===== config.mk =====
export PLATFORM = sky130hd
export DESIGN_NAME = fsk_word_framer
export DESIGN_NICKNAME = d
export VERILOG_FILES = /design/src/rtl/fwf_pkg.sv /design/src/rtl/fwf_carrier_hold.sv /design/src/rtl/fwf_char_rx.sv /design/src/rtl/fwf_readout.sv /design/src/rtl/fsk_word_framer.sv
export SDC_FILE = /design/constraint.sdc
export NUM_CORES = 1
export LEC_CHECK = 0
export BUFFER_PORTS_ARGS = -buffer_cell sky130_fd_sc_hd__buf_2
export CAP_MARGIN = 40
export CORE_UTILIZATION = 55
export DETAILED_ROUTE_END_ITERATION = 16
export PLACE_DENSITY = 0.75
export SYNTH_ARGS = -nofsm -noshare
export SYNTH_HDL_FRONTEND = slang
export SYNTH_SLANG_ARGS = --single-unit
export TNS_END_PERCENT = 20

===== constraint.sdc =====
create_clock -name clk -period 2 [get_ports clk]
set_input_delay 0.1 -clock clk [delete_from_list [all_inputs] [get_ports clk]]
set_output_delay 0.1 -clock clk [all_outputs]
set_load 0.01 [all_outputs]

===== src/rtl/fwf_pkg.sv =====
package fwf_pkg;

  typedef enum logic [1:0] {
    RX_IDLE  = 2'd0,
    RX_START = 2'd1,
    RX_DATA  = 2'd2,
    RX_STOP  = 2'd3
  } rx_state_e;

  // clocks in one bit period
  function automatic int bit_clks(input int oversample, input int tick_clks);
    return oversample * tick_clks;
  endfunction

  // clocks from a start edge to the start-bit midpoint; also the strobe width
  function automatic int half_clks(input int oversample, input int tick_clks);
    return (oversample * tick_clks) / 2;
  endfunction

  // clocks of continuous carrier absence before reception stops
  function automatic int hold_clks(input int hold_bits, input int oversample, input int tick_clks);
    return hold_bits * oversample * tick_clks;
  endfunction

endpackage


===== src/rtl/fwf_carrier_hold.sv =====
module fwf_carrier_hold #(
  parameter int HOLD_CLKS = 256
) (
  input  logic clk,
  input  logic rst_n,
  input  logic carrier_n,
  output logic carrier_ok
);
  localparam int CW = $clog2(HOLD_CLKS + 1);
  localparam logic [CW-1:0] GAP_LAST = CW'(HOLD_CLKS - 1);

  logic [CW-1:0] gap_cnt;

  always_ff @(posedge clk or negedge rst_n) begin
    if (!rst_n) begin
      carrier_ok <= 1'b0;
      gap_cnt    <= '0;
    end else if (!carrier_n) begin
      carrier_ok <= 1'b1;
      gap_cnt    <= '0;
    end else if (carrier_ok) begin
      if (gap_cnt == GAP_LAST) begin
        carrier_ok <= 1'b0;
        gap_cnt    <= '0;
      end else begin
        gap_cnt <= gap_cnt + 1'b1;
      end
    end
  end

  // carrier is taken on the clock after it is seen
  a_r8_take_fast: assert property (@(posedge clk) disable iff (!rst_n)
    !carrier_n |=> carrier_ok);
  // carrier is only dropped while the input reports absence
  a_r8_drop_only_absent: assert property (@(posedge clk) disable iff (!rst_n)
    $fell(carrier_ok) |-> $past(carrier_n));

endmodule


===== src/rtl/fwf_char_rx.sv =====
module fwf_char_rx
  import fwf_pkg::*;
#(
  parameter int BIT_CLKS  = 32,
  parameter int HALF_CLKS = 16,
  parameter int DATA_BITS = 8
) (
  input  logic                 clk,
  input  logic                 rst_n,
  input  logic                 rx_bit,
  input  logic                 carrier_ok,
  output logic                 word_done,
  output logic [DATA_BITS:0]   word,
  output rx_state_e            state_o
);
  localparam int CW = $clog2(BIT_CLKS + 1);
  localparam int IW = $clog2(DATA_BITS + 1);
  localparam logic [CW-1:0] BIT_LAST  = CW'(BIT_CLKS - 1);
  localparam logic [CW-1:0] HALF_LAST = CW'(HALF_CLKS - 1);
  localparam logic [IW-1:0] IDX_LAST  = IW'(DATA_BITS - 1);

  rx_state_e            state;
  logic [CW-1:0]        cnt;
  logic [IW-1:0]        idx;
  logic [DATA_BITS-1:0] shreg;

  always_ff @(posedge clk or negedge rst_n) begin
    if (!rst_n) begin
      state     <= RX_IDLE;
      cnt       <= '0;
      idx       <= '0;
      shreg     <= '0;
      word_done <= 1'b0;
      word      <= '1;
    end else begin
      word_done <= 1'b0;
      case (state)
        RX_IDLE: begin
          if (carrier_ok && !rx_bit) begin
            state <= RX_START;
            cnt   <= '0;
          end
        end
        RX_START: begin
          if (!carrier_ok) begin
            state <= RX_IDLE;
          end else if (cnt == HALF_LAST) begin
            cnt <= '0;
            idx <= '0;
            state <= rx_bit ? RX_IDLE : RX_DATA;
          end else begin
            cnt <= cnt + 1'b1;
          end
        end
        RX_DATA: begin
          if (!carrier_ok) begin
            state <= RX_IDLE;
          end else if (cnt == BIT_LAST) begin
            cnt   <= '0;
            shreg <= {rx_bit, shreg[DATA_BITS-1:1]};
            if (idx == IDX_LAST) state <= RX_STOP;
            else idx <= idx + 1'b1;
          end else begin
            cnt <= cnt + 1'b1;
          end
        end
        RX_STOP: begin
          if (!carrier_ok) begin
            state <= RX_IDLE;
          end else if (cnt == BIT_LAST) begin
            word_done <= 1'b1;
            word      <= {rx_bit, shreg};
            state     <= RX_IDLE;
          end else begin
            cnt <= cnt + 1'b1;
          end
        end
        default: state <= RX_IDLE;
      endcase
    end
  end

  assign state_o = state;

  // losing carrier always returns the framer to idle
  a_r7_drop_to_idle: assert property (@(posedge clk) disable iff (!rst_n)
    !carrier_ok |=> state == RX_IDLE);
  // data phase is entered only after a low start midpoint
  a_r2_mid_start_low: assert property (@(posedge clk) disable iff (!rst_n)
    (state == RX_DATA && $past(state) == RX_START) |-> !$past(rx_bit));
  // a word completes only with carrier present
  a_r7_done_with_carrier: assert property (@(posedge clk) disable iff (!rst_n)
    word_done |-> $past(carrier_ok));

endmodule


===== src/rtl/fwf_readout.sv =====
module fwf_readout #(
  parameter int HALF_CLKS = 16,
  parameter int WORD_BITS = 9
) (
  input  logic                 clk,
  input  logic                 rst_n,
  input  logic                 mode_buf,
  input  logic                 rd_clk,
  input  logic                 word_done,
  input  logic [WORD_BITS-1:0] word,
  output logic                 buf_bit,
  output logic                 ready_n,
  output logic                 overrun
);
  localparam int RW = $clog2(WORD_BITS + 1);
  localparam int HW = $clog2(HALF_CLKS + 1);
  localparam logic [RW-1:0] RD_LAST   = RW'(WORD_BITS);
  localparam logic [HW-1:0] HALF_LAST = HW'(HALF_CLKS - 1);

  logic [2:0]           rd_sync;
  logic                 rd_rise;
  logic [WORD_BITS-1:0] shbuf;
  logic [RW-1:0]        rd_cnt;
  logic                 unread;
  logic                 dout;
  logic                 ovr_q;
  logic                 ready_lo;
  logic [HW-1:0]        rdy_cnt;
  logic                 take_read;

  always_ff @(posedge clk or negedge rst_n) begin
    if (!rst_n) rd_sync <= '0;
    else        rd_sync <= {rd_sync[1:0], rd_clk};
  end

  assign rd_rise   = rd_sync[1] & ~rd_sync[2];
  assign take_read = mode_buf & rd_rise & ~word_done;

  // nine-bit buffer and shift-out
  always_ff @(posedge clk or negedge rst_n) begin
    if (!rst_n) begin
      shbuf  <= '1;
      rd_cnt <= RD_LAST;
      unread <= 1'b0;
      dout   <= 1'b1;
      ovr_q  <= 1'b0;
    end else if (word_done) begin
      shbuf  <= word;
      rd_cnt <= '0;
      unread <= 1'b1;
      if (unread && mode_buf) ovr_q <= 1'b1;
    end else if (take_read && rd_cnt != RD_LAST) begin
      dout   <= shbuf[0];
      shbuf  <= {1'b1, shbuf[WORD_BITS-1:1]};
      rd_cnt <= rd_cnt + 1'b1;
      unread <= 1'b0;
      if (rd_cnt == '0) ovr_q <= 1'b0;
    end
  end

  // end-of-word strobe
  always_ff @(posedge clk or negedge rst_n) begin
    if (!rst_n) begin
      ready_lo <= 1'b0;
      rdy_cnt  <= '0;
    end else if (word_done) begin
      ready_lo <= 1'b1;
      rdy_cnt  <= '0;
    end else if (ready_lo) begin
      if (take_read || rdy_cnt == HALF_LAST) ready_lo <= 1'b0;
      else rdy_cnt <= rdy_cnt + 1'b1;
    end
  end

  assign buf_bit = dout;
  assign ready_n = ~ready_lo;
  assign overrun = ovr_q;

  // the strobe only opens right after a completed word
  a_r5_open_after_word: assert property (@(posedge clk) disable iff (!rst_n)
    (ready_lo && !$past(ready_lo)) |-> $past(word_done));
  // a read edge ends the strobe
  a_r6_read_releases: assert property (@(posedge clk) disable iff (!rst_n)
    (ready_lo && take_read) |=> !ready_lo);
  // a read edge presents the head of the buffer
  a_r3_next_bit: assert property (@(posedge clk) disable iff (!rst_n)
    (take_read && rd_cnt != RD_LAST) |=> dout == $past(shbuf[0]));
  // once drained, the output holds
  a_r4_hold_last: assert property (@(posedge clk) disable iff (!rst_n)
    (rd_cnt == RD_LAST && !word_done) |=> $stable(dout));
  // an unread word overwritten in buffered mode raises overrun
  a_r9_overrun_set: assert property (@(posedge clk) disable iff (!rst_n)
    (word_done && unread && mode_buf) |=> ovr_q);

endmodule


===== src/rtl/fsk_word_framer.sv =====
module fsk_word_framer
  import fwf_pkg::*;
#(
  parameter int OVERSAMPLE = 16,
  parameter int TICK_CLKS  = 2,
  parameter int DATA_BITS  = 8,
  parameter int HOLD_BITS  = 8
) (
  input  logic clk,
  input  logic rst_n,
  input  logic rx_bit,
  input  logic carrier_n,
  input  logic mode_buf,
  input  logic rd_clk,
  output logic data_out,
  output logic ready_n,
  output logic overrun
);
  localparam int BIT_CLKS  = bit_clks(OVERSAMPLE, TICK_CLKS);
  localparam int HALF_CLKS = half_clks(OVERSAMPLE, TICK_CLKS);
  localparam int HOLD_CLKS = hold_clks(HOLD_BITS, OVERSAMPLE, TICK_CLKS);
  localparam int WORD_BITS = DATA_BITS + 1;

  logic                 carrier_ok;
  logic                 word_done;
  logic [WORD_BITS-1:0] word;
  logic                 buf_bit;
  rx_state_e            rx_state;

  fwf_carrier_hold #(.HOLD_CLKS(HOLD_CLKS)) u_carrier (
    .clk        (clk),
    .rst_n      (rst_n),
    .carrier_n  (carrier_n),
    .carrier_ok (carrier_ok)
  );

  fwf_char_rx #(
    .BIT_CLKS  (BIT_CLKS),
    .HALF_CLKS (HALF_CLKS),
    .DATA_BITS (DATA_BITS)
  ) u_rx (
    .clk        (clk),
    .rst_n      (rst_n),
    .rx_bit     (rx_bit),
    .carrier_ok (carrier_ok),
    .word_done  (word_done),
    .word       (word),
    .state_o    (rx_state)
  );

  fwf_readout #(
    .HALF_CLKS (HALF_CLKS),
    .WORD_BITS (WORD_BITS)
  ) u_readout (
    .clk       (clk),
    .rst_n     (rst_n),
    .mode_buf  (mode_buf),
    .rd_clk    (rd_clk),
    .word_done (word_done),
    .word      (word),
    .buf_bit   (buf_bit),
    .ready_n   (ready_n),
    .overrun   (overrun)
  );

  assign data_out = mode_buf ? buf_bit : rx_bit;

  // reset values at the ports
  always_comb begin
    if (!rst_n) a_r10_reset_idle: assert (ready_n && !overrun);
  end

  // no completed word without carrier having been present in the framer
  a_r7_idle_without_carrier: assert property (@(posedge clk) disable iff (!rst_n)
    (!carrier_ok && rx_state == RX_IDLE) |=> !word_done);

endmodule


Word level (Yosys, flattened, before mapping)
Cells that the tools add are included.
{ "classes": {"order_cmp": 0, "muxes": 50, "n_reduce_logical": 19, "div": 0, "n_mul": 0, "n_shift": 0, "eq_ne": 24, "n_bitwise": 6, "addsub": 5} }
{ "ops": {"columns": ["op", "n"], "rows": [
  ["9-bit two-way mux", 5],
  ["6-bit two-way mux", 7],
  ["4-bit two-way mux", 7],
  ["6-bit case mux with 4 select lines", 1],
  ["2-bit two-way mux", 9],
  ["1-bit two-way mux", 16],
  ["5-bit two-way mux", 3],
  ["2-bit != test, second input constant", 6],
  ["3-bit by 2-bit != test with 1-bit output, second input constant", 4],
  ["2-bit by 1-bit != test with 1-bit output, second input constant", 5],
  ["5-bit AND reduction", 2],
  ["9-bit by 1-bit adder with 9-bit output, second input constant", 1],
  ["9-bit by 8-bit == test with 1-bit output, second input constant", 1],
  ["3-bit AND reduction", 3],
  ["4-bit by 1-bit adder with 4-bit output, second input constant", 2],
  ["2-bit case mux with 4 select lines", 1],
  ["4-bit case mux with 2 select lines", 1],
  ["2-bit nonzero test", 4],
  ["6-bit by 1-bit adder with 6-bit output, second input constant", 1],
  ["6-bit by 4-bit == test with 1-bit output, second input constant", 1],
  ["6-bit by 5-bit == test with 1-bit output, second input constant", 1],
  ["6-bit AND reduction", 1],
  ["5-bit by 1-bit adder with 5-bit output, second input constant", 1],
  ["5-bit by 4-bit == test with 1-bit output, second input constant", 1],
  ["12 further kinds", 20]
]} }
{ "word_totals": {"n_memories": 0, "reg_bits": 65, "output_inout_bits": 3, "rom_bits": 0, "elab_cells": 120, "latch_bits": 0, "ramBits": 0, "in_bits": 6} }

Logic depth before layout (Yosys ltp)
Gate-level depths: netlist (run 1).
{ "logic_depth": {"word_depth": 8, "mapped_depth": 7, "depth_no_buf": 6} }

Hierarchy
A second synthesis (run 1) with hierarchy kept.
{ "hier_totals": {"hier_cells": 304, "hier_area_um2": 3213.1} }
{ "modules_own_cells": {"columns": ["mod", "seq_area_each_um2", "cells_each", "area_each_um2", "instances"], "rows": [
  ["fwf_char_rx", 762.0, 128, 1466.4, 1],
  ["fwf_readout", 640.6, 124, 1237.4, 1],
  ["fwf_carrier_hold", 250.2, 51, 494.2, 1],
  ["fsk_word_framer", 0.0, 1, 15.0, 1]
]} }

Worst setup path before layout (run 1)
Ideal clock, no wire load.
{ "synth_timing": {"path_kind": "reg-to-reg", "startpoint": "register u_readout.rdy_cnt[0]", "endpoint": "register u_readout.rdy_cnt[3]", "slack_ns": 0.094, "path_stages_with_launch": 8, "synth_period_minus_slack_ns": 1.906, "setup_time_ns": 0.078, "arrival_time_ns": 1.828, "cell_sequence": "dfrtp_1 ha_1 and3_1 ha_1 or3_1 buf_6 or3_1 a21oi_1"} }
{ "synth_via": {"elab_chain_len": 4} }
{ "synth_rtl": {"columns": ["element", "line", "source"], "rows": [
  ["start, declared", "fwf_readout.sv:28", "logic [HW-1:0] rdy_cnt;"],
  ["start signal, assigned", "fwf_readout.sv:71", "else rdy_cnt <= rdy_cnt + 1'b1;"],
  ["5-bit by 1-bit adder with 5-bit output / 5-bit by 4-bit == test with 1-bit output (equally long branches)", "fwf_readout.sv:71, fwf_readout.sv:70", null],
  ["5-bit two-way mux / 1-bit logical OR (equally long branches)", "fwf_readout.sv:70", "if (take_read || rdy_cnt == HALF_LAST) ready_lo <= 1'b0;"],
  ["5-bit two-way mux / 2-bit != test (equally long branches)", null, null],
  ["5-bit two-way mux / 2-bit AND reduction (equally long branches)", null, null]
]} }
Parallel ways exist; a longest one is shown, timed or not. The select of a mux whose other input is x is not followed.
A chain may end at the register's enable or synchronous reset.

Final worst setup path (run 1)
Ends and elaborated chain as after synthesis.

==> results of run 1 <==
==> layer usage <==
metal  wire [um]  global-route usage, %  part of all wire (%)
met4          85                  10.19                   1.6
met3         193                  5.714                   3.6
met5           0                      0                     0
met1        2657                  26.11                    50
met2        2384                  29.11                    45
==> path summary, 6_finish.rpt <==
check	from	end	slack, ns	cells past startpoint
setup reg to reg	u_readout.rdy_cnt[0]$_DFFE_PN0P_	u_readout.rdy_cnt[3]$_DFFE_PN0P_	0.05	6
setup / recovery	u_readout.rdy_cnt[0]$_DFFE_PN0P_	u_readout.rdy_cnt[3]$_DFFE_PN0P_	0.05	6
max in group asynchronous	rst_n	u_readout.shbuf[6]$_DFFE_PN1P_	1.38	3
hold / removal	mode_buf	u_readout.overrun$_DFFE_PN0P_	0.09	3
hold reg to reg	u_readout.rd_sync[0]$_DFF_PN0_	u_readout.rd_sync[1]$_DFF_PN0_	0.36	0
min in group asynchronous	rst_n	u_rx.idx[1]$_DFFE_PN0P_	0.30	3
==> power breakdown <==
part           leakage [nW]  switching [mW]  internal [mW]
sequential            0.801           0.179           1.57
combinational         0.670           0.325          0.272
clock                0.0953           0.496          0.605
==> worst max-delay path: stages, from the launching register on <==
cell and delay [ns]:
dfrtp_1 0.41, ha_1 0.21, and3_1 0.15, ha_1 0.17, or3_4 0.40, or3_4 0.39
a21oi_2 0.15
==> placed cells by master, fill, tap and decap left out, drive strengths merged, types with 2 or more instances in the layout <==
cell type    Yosys  layout
inv             11      11
a22o             2       2
nand2b           3       3
clkinvlp         0       2
o31ai            2       2
o21ai           20      20
dfstp           21      21
mux2i           11      11
nor2b            3       3
ha               8       8
nand2           22      22
clkbuf           3      11
or3              5       5
a2bb2oi          2       2
dfrtp           44      44
xnor2            4       4
xor2             3       3
and2             3       3
nand4            5       5
nand3            6       6
nor3             2       2
clkinv           0       2
a21oi           10      10
a41oi            3       3
dlygate4sd3      0       3
mux2            21      21
a31oi            3       3
nor2            18      18
and3             5       5
buf              7      14
==> area by class of cell <==
type                    instances  share of cell area (%)
clock inverters                 5                   1.598
multi-input cells             181                   38.87
well taps                      70                   2.543
flip-flops and latches         65                   47.98
clock buffers                  11                   4.105
inverters                      11                   1.199
repair buffers                 17                   3.705
==> through the flow <==
step / std cells / TNS, ns
CTS: 360 / 0
finish: 360 / 0
floorplan: 267 / 0
global placement: 341 / 0
global route: 360 / -0.008888
detailed placement: 341 / 0
==> what timing repair did <==
item,4_1_cts,5_1_grt
cloned,0,0
endpoints found under the hold margin,46,0
setup endpoints to repair,1,10
hold buffers,3,0
pin swaps,0,0
gates resized for setup,1,3
==> flip-flops by register name, summed over array words and instances (netlist names) <==
register and count:
u_carrier.carrier_ok 1, u_carrier.gap_cnt 9, u_readout.overrun 1, u_readout.rd_cnt 4
u_readout.buf_bit 1, u_rx.idx 4, u_readout.rdy_cnt 5, u_readout.unread 1
u_rx.state_o 2, u_readout.rd_sync 3, u_readout.shbuf 9, u_readout.ready_lo 1
u_rx.word_done 1, u_rx.shreg 8, u_rx.cnt 6, u_rx.word 9
==> logic make-up after synthesis <==
group                    Yosys count  share of synthesized area, %
AO/OA/AOI/OAI                     53                         11.69
XOR/XNOR                           7                         1.996
adder cells (fa/ha/maj)            8                         3.259
buffers and inverters             21                         3.096
flip-flops                        65                         53.81
multiplexers                      32                         11.28
AND/OR/NAND/NOR                   81                         14.87
==> metrics.cfg, run 1 <==
[sta]
fin_ws_ns=0.05214
slew_headroom_pct=70.37
finalSetupViolations=0
fin_crit_sh_pct=97.39
hold_viol_final=0
slew_violations=0
fin_hold_ws_ns=0.09328
tightest_slew_ns=0.4404
fmax_mhz=513.4
min_period_ns=1.948
skew_ns=0.01009

[clocking]
cts_root_buf=clkbuf_8
clock_sinks=65
cts_tree=built
clockBufferDepth=2
clk_latency_ns=0.34
clkTransAtPathRegs_ns=0.07
post_cts_buffers=0
cts_buffers=9
htree_levels=3

[yosys]
synth_seq_cells=65
ys_warn_count=0
netlist_top_cells_count=44 x dfrtp_1, 22 x nand2_1, 21 x dfstp_2, 21 x mux2_2, 19 x o21ai_0
synthDominantCellAreaShare_pct=35.85
synth.largest_area_cell=dfrtp_1
synthesis.area_um2=3072
synth_cell_types=55
avgSynthCellArea_um2=11.50
synth_top_flop_cell=dfrtp_1
synth.most_common_cell=dfrtp_1
ys_top_cells_by_area=dfrtp_1 36%, dfstp_2 18%, mux2_2 7.7%
syn-instance-count=267
synth_nets=281
ys_seq_area_share_pct=53.81
synth_edf_count=0
async_reset_ff_share_pct=100.0

[place]
dp_hpwl_um=3471
dpl_worst_slack_ns=0.02026
place_area_um2=3203
gp_congestion=0.7894
port_buffers=8

[cells_and_area]
final_core_util_pct=65.77
drive_above_1_share_pct=28.28
nets=299
antenna_cells=0
multi_input_area_um2=1339
syn_to_final_growth_pct=12.14
regArea_um2=1653
nFillCells=401
stdcell_area_um2=3445

[floorplan]
die_y_um=76.73
die_area_um2=5887
rows=26
ioPinCount=9
fp.dieW_um=76.73
initial_utilization_pct=58.65
coreArea_um2=5238

[global_routing]
overflow=0
grt_max_degree=66
grt_util_all_layers_pct=19.64
grt_pass1_vias=1936
antenna_found_initial=0
grt_pass1_wl_um=8859

[route]
route.detailed.drc=0
wire_per_inst_um=14.78
vias=2065
drt_pass1_iterations=4
vias_per_cell=5.736
antenna_left=0
drtIter0Drc=131
wl_um=5320

[job]
drv_cap=0

[worst_hold_path]
hold_class=input pin to register

[power]
power-per-cell-area_nw_per_um2=1001
p_leak_nw=1.567
ir_drop_mv=0.5524
finalPower_mw=3.447

[outcome]
status=finished, final reports clean

[critical_path]
critical_path_required_ns=2.27
end_kind=register
critPathKind=register to register
cp_data_arrival_time_ns=2.22
path_max_fanout=7
startpoint_type=register

(Power assumes the default switching activity.)
==> run 2, diff against run 1 <==
Settings changed: CORE_ASPECT_RATIO from default to 0.5.
==> run 2 against run 1 <==
- hold slack worse by 0.079 ns
- flip-flop and latch count unchanged
- clock power about the same
- clock skew shrank 0.0012 ns
- via count is 1.6% lower
- combinational power shrank 2%
- first-iteration DRC count fell by 50%
- maximum frequency rose by 2.0%
- worst setup slack improved by 0.039 ns
- count of clock-buffer cells in the layout grew 2
- final cell count stayed put
- sequential power about the same
- critical path type unchanged
- largest cell class unchanged
- largest power group unchanged
==> metrics.cfg, run 2 (synthesized netlist as in run 1, its figures left out) <==
[clocking]
cts_tree=built
htree_levels=3  ; unchanged
post_cts_buffers=0  ; unchanged
cts_root_buf=clkbuf_8
clkTransAtPathRegs_ns=0.07  ; about the same
clockBufferDepth=2  ; unchanged
clk_latency_ns=0.33  ; about the same
clock_sinks=65  ; unchanged
cts_buffers=9  ; unchanged

[sta]
finalSetupViolations=0  ; unchanged
min_period_ns=1.909  ; -0.03911 ns
slew_violations=0  ; unchanged
fin_tns_setup_ns=0  ; unchanged
tightest_slew_ns=0.4754  ; +0.03501 ns
slew_headroom_pct=68.01  ; -2.4 points
fin_crit_sh_pct=95.44  ; -2.0 points
skew_ns=0.008860  ; -0.001234 ns
fmax_mhz=523.9  ; +2.0%
rsz0062_at_grt=false
hold_viol_final=0  ; unchanged

[cells_and_area]
syn_to_final_growth_pct=11.53
antenna_cells=0  ; unchanged
drive_above_1_share_pct=27.24  ; -1.0 points
stdcell_area_um2=3426  ; -0.54%
top_regs=u_carrier.gap_cnt (9), u_readout.shbuf (9), u_rx.word (9)
final_common_cell=dfrtp_1
final_core_util_pct=66.72  ; +0.95 points
nets=299  ; unchanged
nFillCells=371  ; -7.5%
final_cell_mix=44 x dfrtp_1, 22 x nand2_1, 21 x mux2_2, 21 x dfstp_2, 19 x o21ai_0

[route]
vias=2031  ; -1.6%
antenna_left=0  ; unchanged
drtIter0Drc=66  ; -50%
wire_per_inst_um=14.00  ; -5.3%
route.detailed.drc=0  ; unchanged
drt_pass1_iterations=5  ; +1
vias_per_cell=5.642  ; -1.6%
wl_um=5039  ; -5.3%

[critical_path]
cp_data_arrival_time_ns=2.16  ; -0.06 ns
critPathKind=register to register
startpoint_type=register
critical_path_required_ns=2.25  ; -0.02 ns
end_kind=register
path_max_fanout=7  ; unchanged

[job]
drv_cap=0  ; unchanged

[power]
power-per-cell-area_nw_per_um2=995.9  ; -0.48%
p_leak_nw=1.568  ; about the same
ir_drop_mv=0.4880  ; -12%

[floorplan]
die_area_um2=5906  ; +0.31%
coreArea_um2=5135  ; -2.0%
rows=18  ; -31%
initial_utilization_pct=59.82  ; +1.2 points
fp.dieW_um=107.7  ; +40%
die_y_um=54.85  ; -29%
ioPinCount=9  ; unchanged

[global_routing]
grt_pass1_vias=1906  ; -1.5%
grt_pass1_wl_um=8473  ; -4.4%
grt_max_degree=66  ; unchanged
grt_util_all_layers_pct=19.35  ; -0.29 points
antenna_found_initial=0  ; unchanged
overflow=0  ; unchanged

[outcome]
status=finished, final reports clean

[place]
dp_hpwl_um=3480  ; +0.27%
gp_congestion=0.7628  ; -3.4%
port_buffers=8  ; unchanged
place_area_um2=3211  ; +0.23%

[worst_hold_path]
hold_class=input pin to register

-- run 2: cell types whose count changed in the layout (fill, tap and decap cells not counted) --
| cell | before | now |
|---|---|---|
| a21oi_1 | 9 | 10 |
| or3_4 | 2 | 1 |
| clkbuf_1 | 1 | 3 |
| or3_1 | 3 | 4 |
| buf_4 | 5 | 6 |
| a21oi_2 | 1 | 0 |
| clkinvlp_4 | 2 | 0 |
| dlygate4sd3_1 | 3 | 2 |
-- run 2: stage by stage --
stage	total power [mW]	hold slack (ns)	instances	worst slack (ns)
2_1_floorplan	2.172	-0.1956	267	0.09400
3_3_place_gp	2.309	0.1299	342	0.1059
3_5_place_dp	2.362	0.1374	342	0.04127
4_1_cts	3.434	0.01344	360	0.02597
5_1_grt	3.608	0.05042	360	0.01546
6_report	3.412	0.01380	360	0.09125
-- run 2: area by class of cell --
cell class	count	area [um2]	area share, %
Multi-Input combinational cell	181	1330	38.82
Timing Repair Buffer	17	125.1	3.652
Inverter	11	41.29	1.205
Tap cell	70	87.58	2.557
Clock buffer	13	148.9	4.346
Clock inverter	3	40.04	1.169
Sequential cell	65	1653	48.25
-- run 2: metal layers --
layer,global-route usage [%],part of all wire [%]
met3,6.786,4.4
met2,31.73,44
met1,24.16,50
met5,0,0
met4,7.306,0.62
-- run 2: what timing repair did --
action                                  CTS  global route
gates resized for setup                   0             2
endpoints found under the hold margin    45             0
endpoints found under the setup margin    0            10
hold buffers                              2             0
-- run 2: critical path, cell delays in order (launching register included) --
cell and delay (ns):
dfrtp_1 0.40, ha_1 0.21, and3_1 0.14, ha_1 0.17, or3_4 0.40, or3_1 0.36
a21oi_1 0.15
-- run 2: worst paths after layout --
kind	start	endpoint	slack [ns]	cells past startpoint
max	u_readout.rdy_cnt[0]$_DFFE_PN0P_	u_readout.rdy_cnt[3]$_DFFE_PN0P_	0.09	6
min	carrier_n	u_carrier.carrier_ok$_DFF_PN0_	0.01	2
min reg2reg	u_readout.rd_sync[0]$_DFF_PN0_	u_readout.rd_sync[1]$_DFF_PN0_	0.35	0
max reg2reg	u_readout.rdy_cnt[0]$_DFFE_PN0P_	u_readout.rdy_cnt[3]$_DFFE_PN0P_	0.09	6
min in group asynchronous	rst_n	u_rx.cnt[2]$_DFFE_PN0P_	0.31	3
max in group asynchronous	rst_n	u_rx.word[8]$_DFFE_PN1P_	1.36	3
-- run 2: power by group --
group          switching [mW]  total [mW]  internal (mW)
Clock                   0.464        1.07          0.608
Sequential              0.181        1.75           1.57
Combinational           0.320       0.589          0.270
Total                   0.965        3.41           2.45
==> run 3, diff against run 2 <==
Settings changed: GPL_ROUTABILITY_DRIVEN from default to 1, SETUP_SLACK_MARGIN from default to 0.3.
==> run 3 against run 2 <==
- sequential share of layout area fell by 2.7 points
- final cell count rose by 3.9%
- routed wire length rose by 17%
- hold slack improved by 0.0089 ns
- first-iteration DRC count rose by 67%
- critical endpoint is now u_rx.shreg[3]$_DFFE_PN0P_
==> metrics.cfg, run 3 (synthesized netlist as in run 1, its figures left out) <==
[power]
internal-power_mw=2.444  ; -0.16%
p_leak_nw=1.653  ; +5.4%
power-per-cell-area_nw_per_um2=961.5  ; -3.5%
ir_drop_mv=0.5421  ; +11%
power.switching_mw=1.049  ; +8.7%
power.share.clock_pct=27.2  ; -4.2 points
sw_frac_of_total_pct=30.03  ; +1.8 points
finalPower_mw=3.492  ; +2.4%
seqPwrFrac_pct=49.9  ; -1.4 points
pwr-share-comb_pct=22.9  ; +5.6 points

[clocking]
htree_levels=3  ; unchanged
cts_root_buf=clkbuf_8
cts_tree=built
clockBufferDepth=2  ; unchanged
clkTransAtPathRegs_ns=0.07  ; about the same
clk_latency_ns=0.34  ; about the same
cts_buffers=9  ; unchanged
clock_sinks=65  ; unchanged

[sta]
rsz0062_at_grt=true
fin_ws_ns=0.2067  ; +0.1155 ns
skew_ns=0.01219  ; +0.003330 ns
min_period_ns=1.793  ; -0.1155 ns
fmax_mhz=557.6  ; +6.4%
finalSetupViolations=0  ; unchanged
hold_viol_final=0  ; unchanged
tightest_slew_ns=0.5252  ; +0.04974 ns
fin_crit_sh_pct=89.66  ; -5.8 points
slew_violations=0  ; unchanged
slew_headroom_pct=64.67  ; -3.3 points

[outcome]
status=finished, final reports clean

[critical_path]
cp_data_arrival_time_ns=2.01  ; -0.15 ns
path_max_fanout=8  ; +1
slowest_stage=dfrtp_1
critical_path_required_ns=2.22  ; -0.03 ns
ff2ff_path_depth=6  ; unchanged
path_buf_inv=1  ; +1
regToRegEndpoint=u_rx.shreg[3]$_DFFE_PN0P_
reg2reg_setup_slack_ns=0.21  ; +0.12 ns
max_stage_delay_ns=0.38  ; -0.02 ns
reg2reg_from=u_rx.cnt[1]$_DFFE_PN0P_
cp_top_family=simple AND/OR/NAND/NOR gates
end_kind=register
worstPathCellList=ha_2 > and4b_2 > nand3_4 > nor2_4 > buf_12 > mux2_2
critPathKind=register to register
startpoint_type=register

[global_routing]
grt_util_all_layers_pct=21.62  ; +2.3 points
met1_usage_pct=26.91  ; +2.8 points
grt_util_met2_pct=36.54  ; +4.8 points
overflow=0  ; unchanged
grt_pass1_wl_um=9335  ; +10%
antenna_found_initial=0  ; unchanged
grt_max_degree=22  ; -67%
grt_pass1_vias=2067  ; +8.4%
top_usage_layer=met2
met3_usage_pct=7.143  ; +0.36 points

[route]
drt_pass1_iterations=4  ; -1
antenna_left=0  ; unchanged
vias=2166  ; +6.6%
route.detailed.drc=0  ; unchanged
wl_um=5894  ; +17%
wire_per_inst_um=15.76  ; +13%
vias_per_cell=5.791  ; +2.7%
drtIter0Drc=110  ; +67%

[floorplan]
die_area_um2=5906  ; unchanged
die_y_um=54.85  ; unchanged
rows=18  ; unchanged
fp.dieW_um=107.7  ; unchanged
initial_utilization_pct=59.82  ; unchanged
ioPinCount=9  ; unchanged
coreArea_um2=5135  ; unchanged

[place]
dpl_worst_slack_ns=-0.007851  ; -0.04912 ns
port_buffers=8  ; unchanged
dp_hpwl_um=3774  ; +8.4%
place_area_um2=3216  ; +0.16%
gp_congestion=0.7546  ; -1.1%
post-place-cells=342  ; unchanged

[cells_and_area]
nets=313  ; +4.7%
regArea_um2=1654  ; about the same
antenna_cells=0  ; unchanged
nFillCells=350  ; -5.7%
stdcell_area_um2=3632  ; +6.0%
final_common_cell=dfrtp_1
final_cell_mix=43 x dfrtp_1, 22 x nand2_1, 21 x dfstp_2
multi_input_area_um2=1418  ; +6.6%
top_regs=u_carrier.gap_cnt (9), u_readout.shbuf (9), u_rx.word (9)
stdcell_count=374  ; +3.9%
drive_above_1_share_pct=34.87  ; +7.6 points
syn_to_final_growth_pct=18.25

[worst_hold_path]
min_to=u_carrier.carrier_ok$_DFF_PN0_
hold_class=input pin to register
hold_depth=2  ; unchanged
worstHoldStart=carrier_n

[job]
drv_cap=0  ; unchanged

[run 3: changes by cell type in the layout (fill, tap and decap cells not counted), sizes merged]
cell	change
buf	+14
bufinv	-1
clkbuf	-1
clkinv	+2
[run 3: worst max-delay path by stage]
| stage | cells past startpoint | to | slack, ns | from |
|---|---|---|---|---|
| finish | 6 | u_rx.shreg[3]$_DFFE_PN0P_ | 0.21 | u_rx.cnt[1]$_DFFE_PN0P_ |
| global route | 6 | u_readout.rdy_cnt[3]$_DFFE_PN0P_ | 0.17 | u_readout.rdy_cnt[1]$_DFFE_PN0P_ |
| CTS | 6 | u_readout.rdy_cnt[2]$_DFFE_PN0P_ | 0.22 | u_readout.rdy_cnt[1]$_DFFE_PN0P_ |
| detailed placement | 5 | u_rx.shreg[1]$_DFFE_PN0P_ | -0.008 | u_rx.cnt[0]$_DFFE_PN0P_ |
| global placement | 5 | u_rx.shreg[7]$_DFFE_PN0P_ | 0.11 | u_rx.cnt[0]$_DFFE_PN0P_ |
| floorplan | 7 | u_readout.rdy_cnt[3]$_DFFE_PN0P_ | 0.23 | u_readout.rdy_cnt[0]$_DFFE_PN0P_ |
[run 3: layout make-up]
type                            instances  area share (%)
Sequential cell                        65           45.54
Clock inverter                          4          0.5512
Tap cell                               70           2.411
Inverter                               11           1.137
Clock buffer                           12           3.996
Multi-Input combinational cell        181           39.03
Timing Repair Buffer                   31           7.337
[run 3: power by group through the flow]
stage / registers [mW] / logic [mW] / clock network, mW
after floorplan: 1.71 / 0.469 / 0
after global placement: 1.75 / 0.565 / 0
after detailed placement: 1.77 / 0.612 / 0
after CTS: 1.73 / 0.688 / 0.975
after global routing: 1.77 / 0.895 / 1.04
final: 1.74 / 0.799 / 0.951
[run 3: routing by layer]
metal | share of wire, % | routed length (um) | vias to the layer above
li1 | - | - | 1024
met1 | 47 | 2779 | 1091
met2 | 49 | 2873 | 41
met3 | 3.1 | 181 | 10
met5 | 0 | 0 | -
met4 | 1.0 | 60 | 0
[run 3: metrics by stage]
step | setup TNS [ns] | hold slack [ns] | utilization [%]
after floorplan | 0 | -0.1956 | -
after global placement | 0 | 0.06360 | 62.62
after detailed placement | -0.007851 | 0.07135 | 62.62
after CTS | 0 | 0.01115 | 67.20
after global routing | 0 | 0.05104 | 70.74
final | 0 | 0.02266 | 70.74
[run 3: repair_timing]
| action | 4_1_cts | 5_1_grt |
|---|---|---|
| pin swaps | 1 | 7 |
| setup endpoints to repair | 31 | 29 |
| gates resized for setup | 4 | 20 |
| hold buffers | 2 | 0 |
| setup buffers | 5 | 9 |
| endpoints found under the hold margin | 15 | 0 |
